==> src/rtl/pcm_mix_pkg.sv <==
package pcm_mix_pkg;

  localparam int RATE_W = 4;
  localparam int OCT_W  = 2;
  localparam int OCT_N  = 1 << OCT_W;

  typedef enum logic [1:0] {
    FAM_4K  = 2'd0,
    FAM_5K3 = 2'd1,
    FAM_6K4 = 2'd2
  } fam_e;

  function automatic fam_e fam_of(input logic [RATE_W-1:0] code);
    case (code[RATE_W-1:OCT_W])
      2'd1:    return FAM_5K3;
      2'd2:    return FAM_6K4;
      default: return FAM_4K;
    endcase
  endfunction

  // prescale factor: base divisor = pre * 2^(SUB_W)
  function automatic logic [3:0] pre_of(input fam_e f);
    case (f)
      FAM_5K3: return 4'd6;
      FAM_6K4: return 4'd5;
      default: return 4'd8;
    endcase
  endfunction

  function automatic logic [OCT_W-1:0] top_oct(input fam_e f);
    return (f == FAM_6K4) ? OCT_W'(2) : OCT_W'(3);
  endfunction

  function automatic logic [OCT_W-1:0] oct_of(input logic [RATE_W-1:0] code);
    logic [OCT_W-1:0] o;
    o = code[OCT_W-1:0];
    if (o > top_oct(fam_of(code))) o = top_oct(fam_of(code));
    return o;
  endfunction

  // slowest octave of lf whose period does not exceed the requested one
  function automatic logic [OCT_W-1:0] map_oct(input fam_e rf,
                                               input logic [OCT_W-1:0] ro,
                                               input fam_e lf);
    logic [7:0]       want;
    logic [7:0]       have;
    logic [OCT_W-1:0] pick;
    logic             hit;
    want = 8'(pre_of(rf)) << (OCT_N - 1 - int'(ro));
    pick = top_oct(lf);
    hit  = 1'b0;
    for (int o = 0; o < OCT_N; o++) begin
      have = 8'(pre_of(lf)) << (OCT_N - 1 - o);
      if (!hit && o <= int'(top_oct(lf)) && have <= want) begin
        pick = OCT_W'(o);
        hit  = 1'b1;
      end
    end
    return pick;
  endfunction

  function automatic logic [OCT_W-1:0] place_oct(input logic [RATE_W-1:0] code,
                                                 input fam_e lf);
    if (fam_of(code) == lf) return oct_of(code);
    return map_oct(fam_of(code), oct_of(code), lf);
  endfunction

endpackage

==> src/rtl/pcm_rate_lock.sv <==
module pcm_rate_lock
  import pcm_mix_pkg::*;
#(
  parameter int NCH = 2
) (
  input  logic                  clk,
  input  logic                  rst_n,
  input  logic [NCH-1:0]        start_req,
  input  logic [NCH-1:0]        stop_req,
  input  logic [NCH*RATE_W-1:0] rate_code,
  output logic [NCH-1:0]        run,
  output fam_e                  lock_fam,
  output logic [NCH*OCT_W-1:0]  eff_oct,
  output logic [NCH-1:0]        launch
);

  logic any_run;
  fam_e lead_fam;

  assign any_run = |run;
  assign launch  = start_req & ~stop_req & ~run;

  // lowest-numbered launching channel picks the family when idle
  always_comb begin
    lead_fam = lock_fam;
    if (!any_run) begin
      for (int k = NCH - 1; k >= 0; k--) begin
        if (launch[k]) lead_fam = fam_of(rate_code[k*RATE_W +: RATE_W]);
      end
    end
  end

  always_ff @(posedge clk) begin
    if (!rst_n) lock_fam <= FAM_4K;
    else        lock_fam <= lead_fam;
  end

  for (genvar g = 0; g < NCH; g++) begin : g_chan
    logic             run_q;
    logic [OCT_W-1:0] oct_q;

    always_ff @(posedge clk) begin
      if (!rst_n) begin
        run_q <= 1'b0;
        oct_q <= '0;
      end else if (stop_req[g]) begin
        run_q <= 1'b0;
      end else if (launch[g]) begin
        run_q <= 1'b1;
        oct_q <= place_oct(rate_code[g*RATE_W +: RATE_W], lead_fam);
      end
    end

    assign run[g]                      = run_q;
    assign eff_oct[g*OCT_W +: OCT_W]   = oct_q;
  end

endmodule

==> src/rtl/pcm_rate_strobe.sv <==
module pcm_rate_strobe
  import pcm_mix_pkg::*;
#(
  parameter int SUB_W = 7
) (
  input  logic             clk,
  input  logic             rst_n,
  input  logic             run_any,
  input  fam_e             fam,
  output logic [OCT_N-1:0] tick
);

  localparam int PRE_W = 4;

  logic [PRE_W-1:0] pre_cnt;
  logic [PRE_W-1:0] pre_max;
  logic [SUB_W-1:0] sub_cnt;
  logic             wrap;

  assign pre_max = pre_of(fam) - PRE_W'(1);
  assign wrap    = run_any && (pre_cnt == pre_max);

  always_ff @(posedge clk) begin
    if (!rst_n || !run_any) begin
      pre_cnt <= '0;
      sub_cnt <= '0;
    end else begin
      pre_cnt <= wrap ? '0 : pre_cnt + PRE_W'(1);
      if (wrap) sub_cnt <= sub_cnt + SUB_W'(1);
    end
  end

  // octave o fires every pre * 2^(SUB_W-o) cycles
  for (genvar o = 0; o < OCT_N; o++) begin : g_oct
    assign tick[o] = wrap && (&sub_cnt[SUB_W-1-o:0]);
  end

endmodule

==> src/rtl/pcm_mix_lane.sv <==
module pcm_mix_lane #(
  parameter int DATA_W    = 16,
  parameter int VOL_W     = 5,
  parameter int MUTE_FROM = 29
) (
  input  logic                     clk,
  input  logic                     rst_n,
  input  logic                     run,
  input  logic                     launch,
  input  logic                     tick,
  input  logic                     in_valid,
  input  logic signed [DATA_W-1:0] in_data,
  input  logic [VOL_W-1:0]         vol,
  output logic                     in_ready,
  output logic signed [DATA_W-1:0] scaled
);

  localparam int PROD_W = DATA_W + 5;
  localparam int EXP_W  = VOL_W - 2;

  logic signed [DATA_W-1:0] hold;
  logic [3:0]               gain_num;
  logic [EXP_W-1:0]         vexp;
  logic [VOL_W-1:0]         shamt;
  logic signed [PROD_W-1:0] prod;
  logic signed [PROD_W-1:0] shifted;
  logic                     muted;

  assign in_ready = run & tick;

  always_ff @(posedge clk) begin
    if (!rst_n || launch) hold <= '0;
    else if (in_ready)    hold <= in_valid ? in_data : '0;
  end

  assign vexp     = vol[VOL_W-1:2];
  assign gain_num = 4'd8 - {2'b00, vol[1:0]};
  assign shamt    = VOL_W'(3) + VOL_W'(vexp);
  assign muted    = (vol >= VOL_W'(MUTE_FROM));
  assign prod     = PROD_W'(hold) * PROD_W'($signed({1'b0, gain_num}));
  assign shifted  = prod >>> shamt;
  assign scaled   = (run && !muted) ? shifted[DATA_W-1:0] : '0;

endmodule

==> src/rtl/pcm_mix_sat.sv <==
module pcm_mix_sat #(
  parameter int NCH    = 2,
  parameter int DATA_W = 16
) (
  input  logic                    clk,
  input  logic                    rst_n,
  input  logic                    go,
  input  logic [NCH*DATA_W-1:0]   parts,
  output logic [DATA_W-1:0]       mix_data,
  output logic                    mix_valid
);

  localparam int SUM_W = DATA_W + $clog2(NCH);
  localparam logic signed [SUM_W-1:0] HI = SUM_W'((1 << (DATA_W - 1)) - 1);
  localparam logic signed [SUM_W-1:0] LO = ~HI;

  logic signed [SUM_W-1:0]  sum;
  logic signed [DATA_W-1:0] clamped;

  always_comb begin
    sum = '0;
    for (int k = 0; k < NCH; k++) begin
      sum = sum + SUM_W'($signed(parts[k*DATA_W +: DATA_W]));
    end
    if (sum > HI)      clamped = HI[DATA_W-1:0];
    else if (sum < LO) clamped = LO[DATA_W-1:0];
    else               clamped = sum[DATA_W-1:0];
  end

  always_ff @(posedge clk) begin
    if (!rst_n) begin
      mix_data  <= '0;
      mix_valid <= 1'b0;
    end else begin
      mix_valid <= go;
      if (go) mix_data <= clamped;
    end
  end

endmodule

==> src/rtl/pcm_duo_mixer.sv <==
module pcm_duo_mixer
  import pcm_mix_pkg::*;
#(
  parameter int NCH       = 2,
  parameter int DATA_W    = 16,
  parameter int VOL_W     = 5,
  parameter int SUB_W     = 7,
  parameter int MUTE_FROM = 29
) (
  input  logic                    clk,
  input  logic                    rst_n,
  input  logic [NCH-1:0]          ch_start,
  input  logic [NCH-1:0]          ch_stop,
  input  logic [NCH*RATE_W-1:0]   ch_rate,
  input  logic [NCH*VOL_W-1:0]    ch_vol,
  input  logic [NCH-1:0]          ch_valid,
  input  logic [NCH*DATA_W-1:0]   ch_data,
  output logic [NCH-1:0]          ch_ready,
  output logic [DATA_W-1:0]       mix_data,
  output logic                    mix_valid
);

  logic [NCH-1:0]        run_w;
  logic [NCH-1:0]        launch_w;
  logic [NCH*OCT_W-1:0]  eff_w;
  fam_e                  lock_fam_w;
  logic [OCT_N-1:0]      tick_oct;
  logic [NCH-1:0]        lane_tick;
  logic [NCH*DATA_W-1:0] scaled_w;
  logic                  mix_go;

  pcm_rate_lock #(.NCH(NCH)) u_lock (
    .clk       (clk),
    .rst_n     (rst_n),
    .start_req (ch_start),
    .stop_req  (ch_stop),
    .rate_code (ch_rate),
    .run       (run_w),
    .lock_fam  (lock_fam_w),
    .eff_oct   (eff_w),
    .launch    (launch_w)
  );

  pcm_rate_strobe #(.SUB_W(SUB_W)) u_strobe (
    .clk     (clk),
    .rst_n   (rst_n),
    .run_any (|run_w),
    .fam     (lock_fam_w),
    .tick    (tick_oct)
  );

  for (genvar g = 0; g < NCH; g++) begin : g_lane
    assign lane_tick[g] = tick_oct[eff_w[g*OCT_W +: OCT_W]];

    pcm_mix_lane #(
      .DATA_W    (DATA_W),
      .VOL_W     (VOL_W),
      .MUTE_FROM (MUTE_FROM)
    ) u_lane (
      .clk      (clk),
      .rst_n    (rst_n),
      .run      (run_w[g]),
      .launch   (launch_w[g]),
      .tick     (lane_tick[g]),
      .in_valid (ch_valid[g]),
      .in_data  (ch_data[g*DATA_W +: DATA_W]),
      .vol      (ch_vol[g*VOL_W +: VOL_W]),
      .in_ready (ch_ready[g]),
      .scaled   (scaled_w[g*DATA_W +: DATA_W])
    );
  end

  // captured samples settle one cycle before they are summed
  always_ff @(posedge clk) begin
    if (!rst_n) mix_go <= 1'b0;
    else        mix_go <= |ch_ready;
  end

  pcm_mix_sat #(.NCH(NCH), .DATA_W(DATA_W)) u_sat (
    .clk       (clk),
    .rst_n     (rst_n),
    .go        (mix_go),
    .parts     (scaled_w),
    .mix_data  (mix_data),
    .mix_valid (mix_valid)
  );

endmodule

==> config.mk <==
export PLATFORM = sky130hd
export DESIGN_NAME = pcm_duo_mixer
export DESIGN_NICKNAME = d
export VERILOG_FILES = /design/src/rtl/pcm_mix_pkg.sv /design/src/rtl/pcm_rate_lock.sv /design/src/rtl/pcm_rate_strobe.sv /design/src/rtl/pcm_mix_lane.sv /design/src/rtl/pcm_mix_sat.sv /design/src/rtl/pcm_duo_mixer.sv
export SDC_FILE = /design/constraint.sdc
export NUM_CORES = 1
export LEC_CHECK = 0
export ABC_AREA = 1
export BUFFER_PORTS_ARGS = -buffer_cell sky130_fd_sc_hd__buf_2
export CORE_MARGIN = 2
export CORE_UTILIZATION = 50
export CTS_CLUSTER_DIAMETER = 100
export DETAILED_ROUTE_END_ITERATION = 10
export PLACE_DENSITY = 0.68
export SKIP_CTS_REPAIR_TIMING = 1
export SYNTH_ARGS = -nofsm -noshare
export SYNTH_HDL_FRONTEND = slang
export SYNTH_HIERARCHICAL = 1
export SYNTH_SLANG_ARGS = --single-unit
export TNS_END_PERCENT = 100
==> constraint.sdc <==
create_clock -name clk -period 8.96 [get_ports clk]
set_clock_uncertainty 0.05 [all_clocks]
set_input_delay 0.448 -clock clk [delete_from_list [all_inputs] [get_ports clk]]
set_output_delay 0.448 -clock clk [all_outputs]
set_load 0.01 [all_outputs]
# [Word-level counts from Yosys, hierarchy flattened]
# Index checks and enable logic that the tools add are counted.
[word_totals] in_bits=58 register_bits=69 word_cells=270 out_inout_bits=19
[classes] n_addsub=10 mux=148 n_mul=2 n_shift=4 reduce_logical=43 bitwise=9 order_cmp=21 n_eq_ne=21
[op_table] operator="two-way mux 2 bit" n=69
[op_table] operator="two-way mux 16 bit" n=6
[op_table] operator="two-way mux 4 bit" n=16
[op_table] operator="left shift 4 x 32 -> 8 bit" n=2
[op_table] operator="two-way mux 1 bit" n=49
[op_table] operator="multiplier 16 x 5 -> 21 bit" n=2
[op_table] operator=">>> shifter 21 x 5 -> 16 bit" n=2
[op_table] operator="one-hot mux 4 bit (2 select lines)" n=4
[op_table] operator="== test 2 bit, second input constant" n=12
[op_table] operator="logical AND 1 bit" n=19
[op_table] operator="adder 16 x 16 -> 17 bit" n=1
[op_table] operator="> comparator 17 x 16 -> 1 bit, second input constant" n=1
[op_table] operator="less-than comparator 17 x 16 -> 1 bit, second input constant" n=1
[op_table] operator="<= comparator 4 x 8 -> 1 bit" n=2
[op_table] operator="<= comparator 5 x 8 -> 1 bit" n=2
[op_table] operator="<= comparator 6 x 8 -> 1 bit" n=2
[op_table] operator="<= comparator 7 x 8 -> 1 bit" n=2
[op_table] operator="== test 2 x 1 -> 1 bit, second input constant" n=6
[op_table] operator=">= comparator 5 bit, second input constant" n=2
[op_table] operator="logical NOT 1 bit" n=10
[op_table] operator="OR reduction 2 bit" n=5
[op_table] operator="adder 2 x 3 -> 4 bit, first input constant" n=2
[op_table] operator="> comparator 2 bit" n=4
[op_table] operator="one-hot mux 2 bit (2 select lines)" n=2
[op_table] operator="other kinds (21)" n=35

# [Logic depth before layout (Yosys ltp)]
[logic_depth] depth_word=59 mapped_depth=43

# [Modules after synthesis]
# Netlist, hierarchy kept.
[by_module_without_submodules] module="pcm_mix_lane (g_lane[1].u_lane)" area_each_um2=4330.4 cells_per_inst=737 instances=1
[by_module_without_submodules] module="pcm_mix_lane (g_lane[0].u_lane)" area_each_um2=4220.3 cells_per_inst=737 instances=1
[by_module_without_submodules] module="pcm_rate_lock" area_each_um2=1909.3 cells_per_inst=304 instances=1
[by_module_without_submodules] module="pcm_mix_sat" area_each_um2=1616.6 cells_per_inst=253 instances=1
[by_module_without_submodules] module="pcm_rate_strobe" area_each_um2=619.3 cells_per_inst=92 instances=1
[by_module_without_submodules] module="pcm_duo_mixer" area_each_um2=121.4 cells_per_inst=25 instances=1

# [Worst setup path before layout]
# Ideal clock, no wire load.
[synth_path] path_kind="input port to flip-flop" startpoint="input ch_vol[0]" endpoint="register u_sat.mix_data[10]" setup_ns=0.119 stages=41 slack_ns=3.113 n_path_buf=4 t_arrival_ns=5.678 path_cell_list="buf_2 > inv_1 > ha_1 > clkbuf_1 > inv_1 > clkbuf_1 > nand2_1 > o21ai_0 > fa_1 > inv_1 > fa_1 > inv_1 > ha_1 > or2_1 > nand3_1 > nand2_1 > nand2_1 > nand2_1 > [... 5 more ...] > nand3_1 > inv_1 > ha_1 > inv_1 > fa_1 > inv_1 > nand2_1 > nand2_1 > nand3_1 > nand2_2 > nand2_1 > nand3_1 > nand2_2 > nand2_2 > nand2_4 > buf_12 > nor2_2 > nor2_2"
[synth_via] elab_chain_len=8
[synth_lines] element="start, declared" line_no="pcm_duo_mixer.sv:15" rtl="input logic [NCH*VOL_W-1:0] ch_vol,"
[synth_lines] element="subtractor 4 x 2 -> 4 bit or >= comparator 5 bit (tied branches)" line_no="pcm_mix_lane.sv:37, pcm_mix_lane.sv:39"
[synth_lines] element="multiplier 16 x 5 -> 21 bit or logical NOT 1 bit (tied branches)" line_no="pcm_mix_lane.sv:40, pcm_mix_lane.sv:42"
[synth_lines] element=">>> shifter 21 x 5 -> 16 bit or logical AND 1 bit (tied branches)" line_no="pcm_mix_lane.sv:41, pcm_mix_lane.sv:42"
[synth_lines] element="two-way mux 16 bit *" line_no="pcm_mix_lane.sv:42" rtl="assign scaled = (run && !muted) ? shifted[DATA_W-1:0] : '0;"
[synth_lines] element="via scaled_w[0]" line_no="pcm_duo_mixer.sv:29" rtl="logic [NCH*DATA_W-1:0] scaled_w;"
[synth_lines] element="adder 16 x 16 -> 17 bit *" line_no="pcm_mix_sat.sv:23" rtl="sum = sum + SUM_W'($signed(parts[k*DATA_W +: DATA_W]));"
[synth_lines] element="less-than comparator 17 x 16 -> 1 bit" line_no="pcm_mix_sat.sv:26" rtl="else if (sum < LO) clamped = LO[DATA_W-1:0];"
[synth_lines] element="two-way mux 16 bit" line_no="pcm_mix_sat.sv:26"
[synth_lines] element="two-way mux 16 bit *" line_no="pcm_mix_sat.sv:25" rtl="if (sum > HI) clamped = HI[DATA_W-1:0];"
[synth_lines] element="end signal, assigned" line_no="pcm_mix_sat.sv:36" rtl="if (go) mix_data <= clamped;"
[synth_lines] element="end, declared" line_no="pcm_mix_sat.sv:9" rtl="output logic [DATA_W-1:0] mix_data,"
# The timed path passes the listed nets; every way through them passes the cells marked *.
# A chain may end at the register's enable or synchronous reset.

# [Worst setup path after layout]
[layout_path] startpoint="input ch_vol[5]" endpoint="register u_sat.mix_data[2]"
# The elaborated chain is that of the path after synthesis.

==> results_dict.tcl <==
set metrics [dict create \
    switching_share_pct 38.91 \
    final.setup.worst_slack_ps 2437 \
    die-area_um2 26930 \
    fp.coreArea_um2 25180 \
    grt_overflow 0 \
    grt_pass1_wl_um 55700 \
    reg2reg_depth 35 \
    dp_hpwl_um 26990 \
    die_h_um 164.1 \
    grt_setup_unrepaired "false" \
    crit_top_cell "inv_1" \
    synth_nets 2371 \
    synthFlopType "dfxtp_1" \
    die_w_um 164.1 \
    crit_fanout 22 \
    finalWeightedCongestion 0.9152 \
    p_leak_uw 0.007645 \
    regToRegEndpoint "u_sat/mix_data[2]$_SDFFE_PN0P_" \
    drt_wl_total_um 32280 \
    synth_top_area_cell "nand2_1" \
    startpoint_type "input pin" \
    area_growth_pct 6.365 \
    track_usage_pct 24.74 \
    io_pins 77 \
    hold_class "in2reg" \
    hold_path_depth 2 \
    peakVddDrop_v 0.00007017 \
    row_count 58 \
    cts_root_buf "clkbuf_16" \
    grt_max_degree 28 \
    viasPerCell 5.157 \
    drive_above_1_share_pct 10.37 \
    cts_tree "yes" \
    antenna_found_initial 3 \
    maxCapViolCount 0 \
    nFillCells 2686 \
    wire_per_inst_um 12.85 \
    rrSetupSlack_ps 3440 \
    min_from "ch_stop[1]" \
    fmax_ghz 0.1533 \
    p_seq_share_pct 27.7 \
    critPathBufInv 8 \
    maxSlewViolCount 0 \
    fin_crit_sh_pct 72.81 \
    synthCells 2148 \
    slowest_delay_ps 590 \
    pre_cts_ws_ps 2144 \
    start_util_pct 50.90 \
    port_buffers 76 \
    power.switching_uw 450.2 \
    tightest_slew_ps 1145 \
    drc 0 \
    grt_pass1_vias 12258 \
    ys_seq_area_share_pct 10.78 \
    yosys-top-cells-area "nand2_1 17%, nand3_1 12%, inv_1 12%" \
    cts_sinks 69 \
    finalSetupTns_ps 0 \
    cpLargestDelayFamily "adder cells" \
    cts_buffers 9 \
    r2r_start "g_lane[0].u_lane/hold[6]$_SDFFE_PP0P_" \
    pwr-share-clk_pct 33.6 \
    yosysTopAreaCellShare_pct 16.96 \
    end_kind "flop" \
    fin_nets 2398 \
    finalSetupViolations 0 \
    via_count 12959 \
    comb_power_share_pct 38.8 \
    async_flop_share_pct 0 \
    htreeDepth 3 \
    p_int_uw 706.9 \
    status "finished, final reports clean" \
    cp.required_ps 9150 \
    dr.pass1.iters 7 \
    clkLatencyLatePin_ps 350 \
    slew_headroom_pct 23.14 \
    synth_edf_count 0 \
    synth.avg_cell_area_um2 5.967 \
    synth.distinct_cells 49 \
    synth-seq-cells 69 \
    finalHoldViolCount 0 \
    whs_endpoint "u_lock/g_chan[1].run_q$_SDFFE_PP0N_" \
    yosys_warnings 6 \
    period_needed_ps 6523 \
    path_clk_slew_ps 60 \
    first_iter_violations 821 \
    cp.arrival_ps 6710 \
    powerDensity_nw_per_um2 84.87 \
    clock_path_buffers 2 \
    cp_slowest_cell "ha_1" \
    syn_area_um2 12820 \
    setup.worst_path.class "in2reg" \
    antenna_left 0 \
]
==> registers in the layout (all words and copies together), names as in the netlist <==
| name | cells |
|---|---|
| u_sat/mix_valid | 1 |
| u_lock/g_chan.oct_q | 4 |
| mix_go | 1 |
| u_lock/g_chan.run_q | 2 |
| g_lane.u_lane/hold | 32 |
| u_sat/mix_data | 16 |
| u_strobe/sub_cnt | 7 |
| u_strobe/pre_cnt | 4 |
| u_lock/lock_fam | 2 |
==> metrics by stage <==
stage	std cells	area, um^2	util [%]	power, uW	hold slack, ps
2_1_floorplan	2148	12820	-	675.0	391.1
3_3_place_gp	2494	13310	52.84	763.1	411.0
3_5_place_dp	2494	13310	52.84	769.9	416.0
4_1_cts	2510	13630	54.11	1163	224.2
5_1_grt	2511	13630	54.12	1240	240.8
6_report	2513	13630	54.14	1157	234.3
==> metal layers <==
layer | global-route usage (%) | part of all wire [%] | vias to the layer above
li1 | - | - | 6841
met1 | 33.78 | 50 | 5825
met2 | 41.25 | 45 | 256
met3 | 3.182 | 3.9 | 37
met4 | 6.260 | 1.5 | 0
met5 | 0 | 0 | -
==> Yosys cell counts (10+ instances only) <==
cell / n
nand2_1: 579
inv_1: 411
nand3_1: 318
ha_1: 102
a21oi_1: 98
nor2_1: 95
dfxtp_1: 69
o21ai_0: 64
fa_1: 63
nor2_2: 34
nand3_2: 29
nor3_1: 28
clkbuf_1: 27
buf_2: 24
nand2_2: 23
nand4_1: 21
a211oi_1: 20
xor2_1: 16
inv_2: 15
nand3b_1: 11
xnor2_1: 10
==> logic make-up (layout without fill, tap and decap cells) <==
family | Yosys count | after routing | synth area share [%]
buffers and inverters | 496 | 528 | 15.21
adders and majority gates | 165 | 165 | 19.80
muxes | 6 | 6 | 0.4686
and+or+nand+nor | 1174 | 1174 | 42.76
DFF | 69 | 69 | 10.78
xor gates and xnor gates | 26 | 26 | 1.777
AOI/OAI and AO/OA | 212 | 212 | 9.215
other | 0 | 3 | 0
==> power by group through the flow <==
stage / Clock (uW) / Combinational (uW) / Sequential [uW]
detailed placement: 0 / 443 / 327
global route: 409 / 510 / 321
global placement: 0 / 437 / 326
CTS: 398 / 445 / 320
floorplan: 0 / 350 / 325
finish: 389 / 448 / 320
==> cell type report <==
type	instances	area, um^2	area share (%)
diodes	3	7.507	0.05507
clock buffers	12	266.5	1.955
clock inverters	4	53.80	0.3946
inverters	434	1629	11.95
multi-input cells	1583	9487	69.59
flip-flops and latches	69	1381	10.13
well taps	330	412.9	3.029
repair buffers	78	395.4	2.900
==> how the worst max path moves through the flow <==
stage / cells after the start / from / to
final: 38 / ch_vol[5] / u_sat/mix_data[2]$_SDFFE_PN0P_
after detailed placement: 39 / ch_vol[5] / u_sat/mix_data[2]$_SDFFE_PN0P_
after global placement: 38 / ch_vol[5] / u_sat/mix_data[2]$_SDFFE_PN0P_
after CTS: 39 / ch_vol[5] / u_sat/mix_data[2]$_SDFFE_PN0P_
after floorplan: 41 / ch_vol[0] / u_sat/mix_data[10]$_SDFFE_PN0P_
after global routing: 39 / ch_vol[5] / u_sat/mix_data[3]$_SDFFE_PN0P_
==> cells in the final DEF (no fill, tap or decap), types with 6 or more instances in the layout <==
cell / synthesis / layout
nor3_1: 28 / 28
mux2i_1: 6 / 6
clkinv_1: 8 / 8
or2_1: 6 / 6
clkbuf_16: 0 / 9
xnor2_1: 10 / 10
nand2_4: 8 / 8
fa_1: 63 / 63
inv_1: 411 / 411
a21oi_2: 8 / 8
a211oi_1: 20 / 20
o21ai_1: 8 / 8
buf_2: 24 / 76
o21ai_0: 64 / 64
nand3b_1: 11 / 11
ha_1: 102 / 102
nor2_2: 34 / 34
dfxtp_1: 69 / 69
nand2_1: 579 / 579
inv_2: 15 / 15
nand3_1: 318 / 318
nand2_2: 23 / 23
a21oi_1: 98 / 98
nor2_1: 95 / 95
nand3_2: 29 / 29
xor2_1: 16 / 16
nand4_1: 21 / 21
and2_1: 6 / 6
Note: power is estimated with default switching activity, not from simulation.
